File: src/rtl/wpf_pkg.sv
package wpf_pkg;
  localparam int PC_W   = 21;
  localparam int WORD_W = 16;
  localparam int LIT_W  = 12;
  localparam int TAG_W  = 4;
  localparam int JHI_W  = PC_W - 1 - LIT_W;

  localparam logic [TAG_W-1:0] TAG_CONT   = 4'hF;
  localparam logic [TAG_W-1:0] TAG_JUMP   = 4'hE;
  localparam logic [TAG_W-1:0] TAG_BRANCH = 4'hD;
  localparam logic [TAG_W-1:0] TAG_PAIR   = 4'hC;
  localparam logic [TAG_W-1:0] TAG_SKIP   = 4'hB;

  typedef enum logic [2:0] {
    K_PLAIN  = 3'd0,
    K_PAIR   = 3'd1,
    K_JUMP   = 3'd2,
    K_BRANCH = 3'd3,
    K_SKIP   = 3'd4,
    K_ORPHAN = 3'd5
  } kind_e;
endpackage

File: src/rtl/wpf_classify.sv
module wpf_classify
  import wpf_pkg::*;
(
  input  logic [WORD_W-1:0] word,
  output kind_e             cls,
  output logic              first_of_two
);
  logic [TAG_W-1:0] tag;
  assign tag = word[WORD_W-1 -: TAG_W];

  always_comb begin
    case (tag)
      TAG_CONT:   cls = K_ORPHAN;
      TAG_JUMP:   cls = K_JUMP;
      TAG_BRANCH: cls = K_BRANCH;
      TAG_PAIR:   cls = K_PAIR;
      TAG_SKIP:   cls = K_SKIP;
      default:    cls = K_PLAIN;
    endcase
  end

  assign first_of_two = (cls == K_PAIR) || (cls == K_JUMP);
endmodule

File: src/rtl/wpf_pc_ctl.sv
module wpf_pc_ctl
  import wpf_pkg::*;
(
  input  logic            clk,
  input  logic            rst_n,
  input  logic            redir,
  input  logic [PC_W-1:0] tgt,
  output logic [PC_W-1:0] pc,
  output logic            issue,
  output logic            rd_vld
);
  logic [PC_W-1:0] pc_n;
  logic            issue_n;
  logic            rd_vld_n;

  always_comb begin
    pc_n     = pc;
    issue_n  = 1'b1;
    rd_vld_n = issue & ~redir;
    if (redir)
      pc_n = tgt;
    else if (issue)
      pc_n = pc + PC_W'(2);
  end

  always_ff @(posedge clk or negedge rst_n) begin
    if (!rst_n) begin
      pc     <= '0;
      issue  <= 1'b0;
      rd_vld <= 1'b0;
    end else begin
      pc     <= pc_n;
      issue  <= issue_n;
      rd_vld <= rd_vld_n;
    end
  end

  a_r2_step: assert property (@(posedge clk) disable iff (!rst_n)
    (issue && $past(issue) && !$past(redir)) |-> (pc == $past(pc) + PC_W'(2)));

  a_r8_target: assert property (@(posedge clk) disable iff (!rst_n)
    redir |=> (pc == $past(tgt)));

  a_r8_squash: assert property (@(posedge clk) disable iff (!rst_n)
    redir |=> !rd_vld);

  a_r2_even: assert property (@(posedge clk) disable iff (!rst_n)
    issue |-> (pc[0] == 1'b0));
endmodule

File: src/rtl/wpf_assemble.sv
module wpf_assemble
  import wpf_pkg::*;
(
  input  logic              clk,
  input  logic              rst_n,
  input  logic              rd_vld,
  input  logic [WORD_W-1:0] word,
  input  logic [PC_W-1:0]   pc,
  input  logic              skip_cond,
  output logic              ins_vld,
  output kind_e             ins_kind,
  output logic [WORD_W-1:0] ins_word,
  output logic [LIT_W-1:0]  ins_lit,
  output logic [PC_W-1:0]   ins_addr,
  output logic              redir,
  output logic [PC_W-1:0]   tgt
);
  kind_e             cls;
  logic              first_of_two;
  logic              pend, pend_n;
  logic              skip_pend, skip_n;
  logic [WORD_W-1:0] w1, w1_n;
  logic [PC_W-1:0]   w1_addr, w1a_n;
  logic [PC_W-1:0]   here;
  logic              w1_load;

  wpf_classify u_cls (
    .word         (word),
    .cls          (cls),
    .first_of_two (first_of_two)
  );

  assign here = pc - PC_W'(2);

  always_comb begin
    ins_vld  = 1'b0;
    ins_kind = K_PLAIN;
    ins_word = word;
    ins_lit  = '0;
    ins_addr = here;
    redir    = 1'b0;
    tgt      = pc;
    pend_n   = pend;
    skip_n   = skip_pend;
    w1_load  = 1'b0;
    if (rd_vld) begin
      if (pend) begin
        ins_vld  = 1'b1;
        ins_word = w1;
        ins_lit  = word[LIT_W-1:0];
        ins_addr = w1_addr;
        pend_n   = 1'b0;
        if (w1[WORD_W-1 -: TAG_W] == TAG_JUMP) begin
          ins_kind = K_JUMP;
          redir    = 1'b1;
          tgt      = {w1[JHI_W-1:0], word[LIT_W-1:0], 1'b0};
        end else begin
          ins_kind = K_PAIR;
        end
      end else if (skip_pend) begin
        skip_n = 1'b0;
      end else if (first_of_two) begin
        pend_n  = 1'b1;
        w1_load = 1'b1;
      end else begin
        ins_vld  = 1'b1;
        ins_kind = cls;
        if (cls == K_BRANCH) begin
          redir = 1'b1;
          tgt   = pc + {{JHI_W{word[LIT_W-1]}}, word[LIT_W-1:0], 1'b0};
        end
        if (cls == K_SKIP && skip_cond)
          skip_n = 1'b1;
      end
    end
    if (redir) begin
      pend_n = 1'b0;
      skip_n = 1'b0;
    end
  end

  assign w1_n  = w1_load ? word : w1;
  assign w1a_n = w1_load ? here : w1_addr;

  always_ff @(posedge clk or negedge rst_n) begin
    if (!rst_n) begin
      pend      <= 1'b0;
      skip_pend <= 1'b0;
    end else begin
      pend      <= pend_n;
      skip_pend <= skip_n;
    end
  end

  always_ff @(posedge clk) begin
    if (w1_load) begin
      w1      <= w1_n;
      w1_addr <= w1a_n;
    end
  end

  a_r4_pend_one: assert property (@(posedge clk) disable iff (!rst_n)
    pend |=> !pend);

  a_r4_first_silent: assert property (@(posedge clk) disable iff (!rst_n)
    $rose(pend) |-> $past(!ins_vld));

  a_r5_orphan_form: assert property (@(posedge clk) disable iff (!rst_n)
    (ins_vld && ins_kind == K_ORPHAN) |-> (ins_word[WORD_W-1 -: TAG_W] == TAG_CONT && ins_lit == '0));

  a_r9_skip_drop: assert property (@(posedge clk) disable iff (!rst_n)
    (ins_vld && ins_kind == K_SKIP && skip_cond) |=> (!ins_vld && !redir));
endmodule

File: src/rtl/wordpair_fetch.sv
module wordpair_fetch
  import wpf_pkg::*;
(
  input  logic              clk,
  input  logic              rst_n,
  output logic [PC_W-1:0]   mem_addr,
  output logic              mem_en,
  input  logic [WORD_W-1:0] mem_rdata,
  input  logic              skip_cond,
  output logic              ins_vld,
  output logic [2:0]        ins_kind,
  output logic [WORD_W-1:0] ins_word,
  output logic [LIT_W-1:0]  ins_lit,
  output logic [PC_W-1:0]   ins_addr
);
  logic            rs_q1, rs_q2;
  logic            rst_int_n;
  logic            redir;
  logic [PC_W-1:0] tgt;
  logic [PC_W-1:0] pc;
  logic            rd_vld;
  kind_e           kind_w;

  always_ff @(posedge clk or negedge rst_n) begin
    if (!rst_n) begin
      rs_q1 <= 1'b0;
      rs_q2 <= 1'b0;
    end else begin
      rs_q1 <= 1'b1;
      rs_q2 <= rs_q1;
    end
  end
  assign rst_int_n = rs_q2;

  wpf_pc_ctl u_pc (
    .clk    (clk),
    .rst_n  (rst_int_n),
    .redir  (redir),
    .tgt    (tgt),
    .pc     (pc),
    .issue  (mem_en),
    .rd_vld (rd_vld)
  );

  wpf_assemble u_asm (
    .clk       (clk),
    .rst_n     (rst_int_n),
    .rd_vld    (rd_vld),
    .word      (mem_rdata),
    .pc        (pc),
    .skip_cond (skip_cond),
    .ins_vld   (ins_vld),
    .ins_kind  (kind_w),
    .ins_word  (ins_word),
    .ins_lit   (ins_lit),
    .ins_addr  (ins_addr),
    .redir     (redir),
    .tgt       (tgt)
  );

  assign mem_addr = pc;
  assign ins_kind = kind_w;

  a_r1_quiet: assert property (@(posedge clk) disable iff (!rst_n)
    !rst_int_n |-> (!ins_vld && !mem_en && mem_addr == '0));
endmodule

File: config.mk
export PLATFORM = sky130hd
export DESIGN_NAME = wordpair_fetch
export DESIGN_NICKNAME = d
export VERILOG_FILES = /design/src/rtl/wpf_pkg.sv /design/src/rtl/wpf_classify.sv /design/src/rtl/wpf_pc_ctl.sv /design/src/rtl/wpf_assemble.sv /design/src/rtl/wordpair_fetch.sv
export SDC_FILE = /design/constraint.sdc
export NUM_CORES = 1
export LEC_CHECK = 0
export BUFFER_PORTS_ARGS = -buffer_cell sky130_fd_sc_hd__buf_2
export CAP_MARGIN = 15
export CORE_MARGIN = 3
export CORE_UTILIZATION = 51
export CTS_BUF_LIST = sky130_fd_sc_hd__clkbuf_8
export DETAILED_ROUTE_END_ITERATION = 8
export GPL_ROUTABILITY_DRIVEN = 0
export GPL_TIMING_DRIVEN = 0
export PLACE_DENSITY = 0.76
export SLEW_MARGIN = 20
export SYNTH_ARGS = -nofsm -noshare
export SYNTH_HDL_FRONTEND = slang
export SYNTH_HIERARCHICAL = 1
export SYNTH_SLANG_ARGS = --single-unit
File: constraint.sdc
create_clock -name clk -period 2.6 [get_ports clk]
set_clock_uncertainty 0.2 [all_clocks]
set_input_delay 0.13 -clock clk [delete_from_list [all_inputs] [get_ports clk]]
set_output_delay 0.13 -clock clk [all_outputs]
set_load 0.01 [all_outputs]
After elaboration in Yosys (flattened, before gate mapping) --
Cells that the tools add are included.
Word-level totals: flip-flop bits (word level) 64, bits of input ports 19, output and inout bits 75, word-level logic and storage cells 78
Operators by class: add/subtract/negate cells 3, equality and inequality tests 16, muxes and demuxes 42, bitwise gates (word level) 2, reduce and logical (&&, ||, !) cells 6
Operator list (count):
- $mux W21 | 10
- $mux W16 | 2
- $eq A4 B4 Y1 const B | 6
- $mux W12 | 2
- $mux W1 | 22
- $add A21 B2 Y21 const B | 1
- $add A21 B21 Y21 | 1
- $sub A21 B2 Y21 const B | 1
- $pmux W3 S5 | 1
- $mux W3 | 4
- $ne A3 B3 Y1 const B | 4
- $eq A3 B2 Y1 const B | 2
- $reduce_and A6 Y1 | 1
- $reduce_bool A2 Y1 | 2
- $eq A3 B1 Y1 const B | 1
- $eq A3 B3 Y1 const B | 1
- $mux W2 | 1
- $ne A2 B1 Y1 const B | 1
- $ne A2 B2 Y1 const B | 1
- $reduce_and A2 Y1 | 1
- $and A1 B1 Y1 | 1
- $logic_and A1 B1 Y1 | 1
- $logic_or A1 B1 Y1 | 1
- $not A1 Y1 | 1

Logic depth before layout (Yosys ltp) --
word-level depth 10, mapped depth 11, mapped depth without buffers 11

Hierarchy --
The synthesis kept the hierarchy.
By module, submodules not included:
- wpf_assemble | times used 1, cells each 421, area an instance 3857.4 um^2, sequential area each 1161.1 um^2
- wpf_pc_ctl | times used 1, cells each 129, area an instance 1253.7 um^2, sequential area each 575.6 um^2
- wordpair_fetch | times used 1, cells each 3, area an instance 53.8 um^2, sequential area each 50.0 um^2
- wpf_classify | times used 1, cells each 7, area an instance 36.3 um^2, sequential area each 0.0 um^2

Least setup slack after synthesis --
OpenSTA, ideal clock, no wires.
path type register to register, start point register u_pc.rd_vld, end point register u_asm.w1[0], enable pin, library setup time 0.487 ns, data arrival time 3.569 ns, data required time 1.913 ns, slack -1.656 ns, cell stages (with the launch flop) 4, buffers on the path 1, clock period less this slack 4.256 ns, cells stage by stage dfrtp_1 -> clkbuf_1 -> nand2_1 -> nor3b_1
Between the ends: word-level cells in the longest chain between the ends 1
Ends and longest elaborated chain:
- from (decl) | RTL line wpf_pc_ctl.sv:10 | output logic rd_vld
- from (signal assigned) | RTL line wpf_pc_ctl.sv:34 | rd_vld <= rd_vld_n;
- $mux W1 | RTL line wpf_assemble.sv:46 | if (rd_vld) begin
- net u_asm.w1_load | RTL line wpf_assemble.sv:25 | logic w1_load;
- to (signal assigned) | RTL line wpf_assemble.sv:97 | w1 <= w1_n;
- to (decl) | RTL line wpf_assemble.sv:22 | logic [WORD_W-1:0] w1, w1_n;
The timed path passes the listed nets, and every way through them passes these cells. A chain may end at the register's enable or synchronous reset.

Final worst setup path --
start point register u_pc.pc[1], end point register u_pc.pc[17]
Between the ends: word-level cells in the longest chain between the ends 7, elaborated cells on any way between the ends 9, classes of those cells 2 x add/sub; 7 x mux
Ends and longest elaborated chain:
- from (decl) | RTL line wpf_pc_ctl.sv:8 | output logic [PC_W-1:0] pc,
- from (signal assigned) | RTL line wpf_pc_ctl.sv:32 | pc <= pc_n;
- $add A21 B21 Y21 | RTL line wpf_assemble.sv:70 | tgt = pc + {{JHI_W{word[LIT_W-1]}}, word[LIT_W-1:0], 1'b0};
- $mux W21 | RTL line wpf_assemble.sv:68 | if (cls == K_BRANCH) begin
- $mux W21 | RTL line wpf_assemble.sv:62 | end else if (first_of_two) begin
- $mux W21 | RTL line wpf_assemble.sv:60 | end else if (skip_pend) begin
- $mux W21 | RTL line wpf_assemble.sv:47 | if (pend) begin
- $mux W21 | RTL line wpf_assemble.sv:46
- net tgt[17] | RTL line wordpair_fetch.sv:19 | logic [PC_W-1:0] tgt;
- $mux W21 | RTL line wpf_pc_ctl.sv:20 | if (redir)
The timed path passes the listed nets, and every way through them passes these cells. The select of a mux whose other input is x is not followed.

==> results_dict.tcl <==
set metrics [dict create \
    status "complete, but fails checks" \
    violations "setup timing" \
    p_switching_uw 3340 \
    arrival_ns 2.84 \
    die_width_um 107 \
    worstPathMaxFanout 5 \
    leakage_uw 0.00303 \
    clockBufferDepth 2 \
    die_y_um 107 \
    synthesis.area_um2 5200 \
    p_comb_share_pct 62.4 \
    ioPinCount 94 \
    p_int_uw 4130 \
    nNetsFinal 774 \
    core_area_um2 9860 \
    fin_crit_sh_pct 106 \
    num_vias 5699 \
    syn_to_final_growth_pct 39.4 \
    cp_data_required_time_ns 2.69 \
    slew-limit-headroom_pct 55.3 \
    swShare_pct 44.7 \
    worstSetupStartpointType "flip-flop" \
    track_usage_pct 30.5 \
    diodes 0 \
    drtAntennaViolNets 0 \
    ys_ff_latch 64 \
    synth_cell_type_count 78 \
    place_area_um2 5900 \
    clkTransAtPathRegs_ns 0.08 \
    hold_path_class "in2reg" \
    clk_latency_ns 0.35 \
    critPathKind "reg2reg" \
    drc 0 \
    setup_viol 20 \
    utilization_pct 73.5 \
    detail_route.first_pass.iterations 6 \
    finalPower_uw 7470 \
    grt_max_degree 26 \
    synth_top_area_share_pct 21.4 \
    rsz0062_at_grt "yes" \
    fmax_mhz 363 \
    syn-num-nets 601 \
    avgSynthCellArea_um2 9.29 \
    path_cells "ha_4 -> inv_2 -> fa_2 -> nand2b_4 -> a21oi_4 -> o21ai_4 -> o31ai_2 -> xnor2_1 -> a221oi_2 -> mux2_4" \
    final_hold_viol_count 0 \
    vdd_ir_drop_max_v 0.000463 \
    die-area_um2 11400 \
    antenna_found_initial 0 \
    pre_cts_ws_ns -0.361 \
    drive_gt1_share_pct 43.2 \
    clkSinkCount 64 \
    stdcell_area_um2 7250 \
    yosys.area.top_type "edfxtp_1" \
    cts_root_buffer "clkbuf_8" \
    layout_commonest_cell "buf_2" \
    synth_edf_count 37 \
    post_drt_via_cell_ratio 6.54 \
    grt_pass1_wl_um 27400 \
    dp_hpwl_um 11500 \
    wl_per_cell_um 21.3 \
    cts_buffers 9 \
    tightestPinTransition_ns 0.670 \
    grt_remaining_overflow 0 \
    final_cell_mix "93 x buf_2, 61 x nand2_1, 49 x buf_4" \
    synthTopCellsByArea "edfxtp_1 21%, dfrtp_1 13%, mux2_2 8.2%, ha_1 5.1%, nand2_1 4.6%" \
    finalWirelength_um 18600 \
    final_cells 871 \
    htreeDepth 3 \
    timing.final.ws_setup_ns -0.152 \
    start_util_pct 52.7 \
    synthCells 560 \
    rows 36 \
    synth_ff_type "edfxtp_1" \
    dp.cells 788 \
    max_stage_delay_ns 0.47 \
    powerDensity_nw_per_um2 1030 \
    period_minus_slack_ns 2.75 \
    clkPwrFrac_pct 15.1 \
    portBuffers 93 \
    async_reset_ff_share_pct 42.2 \
    power_frac_seq_pct 22.5 \
    fillers 670 \
    slowest_stage "dfrtp_2" \
    synth-seq-area-share_pct 34.4 \
    cts_tree "yes" \
    slew_viol_final 0 \
    drt_iter0_markers 901 \
    cap_viol_max_count 0 \
    grt_pass1_vias 5220 \
    yosysWarnings 6 \
    worst_setup_path_end_kind "flip-flop" \
]
==> flip-flops by register name, indices dropped and copies added (netlist names) <==
register and flops:
u_pc/pc 21, rs_q1 1, rs_q2 1, u_pc/rd_vld 1
u_asm/skip_pend 1, u_asm/pend 1, u_pc/issue 1, u_asm/w1 16
u_asm/w1_addr 21
==> worst paths after layout <==
path	start	end	slack, ns	depth (start not counted)
setup / recovery	u_pc/pc[1]$_DFFE_PN0N_	u_pc/pc[17]$_DFFE_PN0N_	-0.15	10
hold / removal	mem_rdata[11]	u_asm/w1[11]$_DFFE_PP_	0.008	1
setup reg to reg	u_pc/pc[1]$_DFFE_PN0N_	u_pc/pc[17]$_DFFE_PN0N_	-0.15	10
hold reg to reg	rs_q2$_DFF_PN0_	u_asm/pend$_DFFE_PN0P_	0.06	0
max in group asynchronous	rst_n	rs_q2$_DFF_PN0_	1.65	3
min in group asynchronous	rs_q2$_DFF_PN0_	u_asm/pend$_DFFE_PN0P_	0.06	0
==> what timing repair did <==
item                                    CTS  global route
endpoints found under the setup margin   55            39
hold endpoints to repair                 18             0
hold buffers                             18             0
buffers inserted                         35            17
resized for setup                        67            71
pin swaps                                15            24
==> stage by stage <==
stage	hold WS (ns)	setup TNS (ns)
finish	0.00773	-1.68
global route	0.0121	-3.39
CTS	0.00295	-0.643
detailed placement	-0.282	-6.53
global placement	-0.285	-21.57
floorplan	-0.366	-0.00397
==> kinds of logic (layout without fill, tap and decap cells) <==
family | Yosys count | after routing | share of synthesized area (%)
AO/OA/AOI/OAI | 135 | 135 | 17.9
adder cells (fa/ha/maj) | 22 | 22 | 5.44
flip-flops | 64 | 64 | 34.4
other | 2 | 2 | 0.144
AND/OR/NAND/NOR | 203 | 203 | 21.6
multiplexers | 45 | 45 | 9.57
buffers and inverters | 44 | 222 | 3.34
XOR/XNOR | 45 | 45 | 7.72
==> routing by layer <==
metal	wire length, um	GRT usage [%]
met3	2180	5.72
met2	8500	49.9
met1	7060	40.8
met5	0	0
met4	821	10.1
==> Yosys cell counts (19+ instances only) <==
library cell,number
nand2_1,64
mux2_2,38
edfxtp_1,37
nor2_1,36
o21ai_0,29
a21oi_1,28
dfrtp_1,27
xnor2_1,23
ha_1,21
xor2_1,21
clkbuf_1,19
==> worst max-delay path, delay by kind of cell (launching register included) <==
kind / cells / cell delay (ns)
AO/OA/AOI/OAI: 4 / 0.95
XOR/XNOR: 1 / 0.14
adder cells (fa/ha/maj): 2 / 0.52
buffers and inverters: 1 / 0.03
flip-flops: 1 / 0.47
multiplexers: 1 / 0.20
AND/OR/NAND/NOR: 1 / 0.17
==> cell type report <==
class                   count  area (um2)  share of cell area [%]
well taps                 133         166                    2.29
multi-input cells         452        3700                    51.0
repair buffers            165        1120                    15.5
inverters                  16        60.1                   0.828
clock buffers              10         138                    1.90
plain buffers              25         141                    1.95
flip-flops and latches     64        1810                    24.9
clock inverters             6         115                    1.59
==> power groups by stage <==
stage / Sequential, uW / Combinational, uW / Clock [uW]
after floorplan: 1730 / 2070 / 0
after detailed placement: 1850 / 2930 / 0
after global routing: 1690 / 4920 / 1170
final: 1680 / 4660 / 1130
after global placement: 1830 / 2850 / 0
after CTS: 1670 / 3830 / 1110
Power figures use the tool's default switching activity.
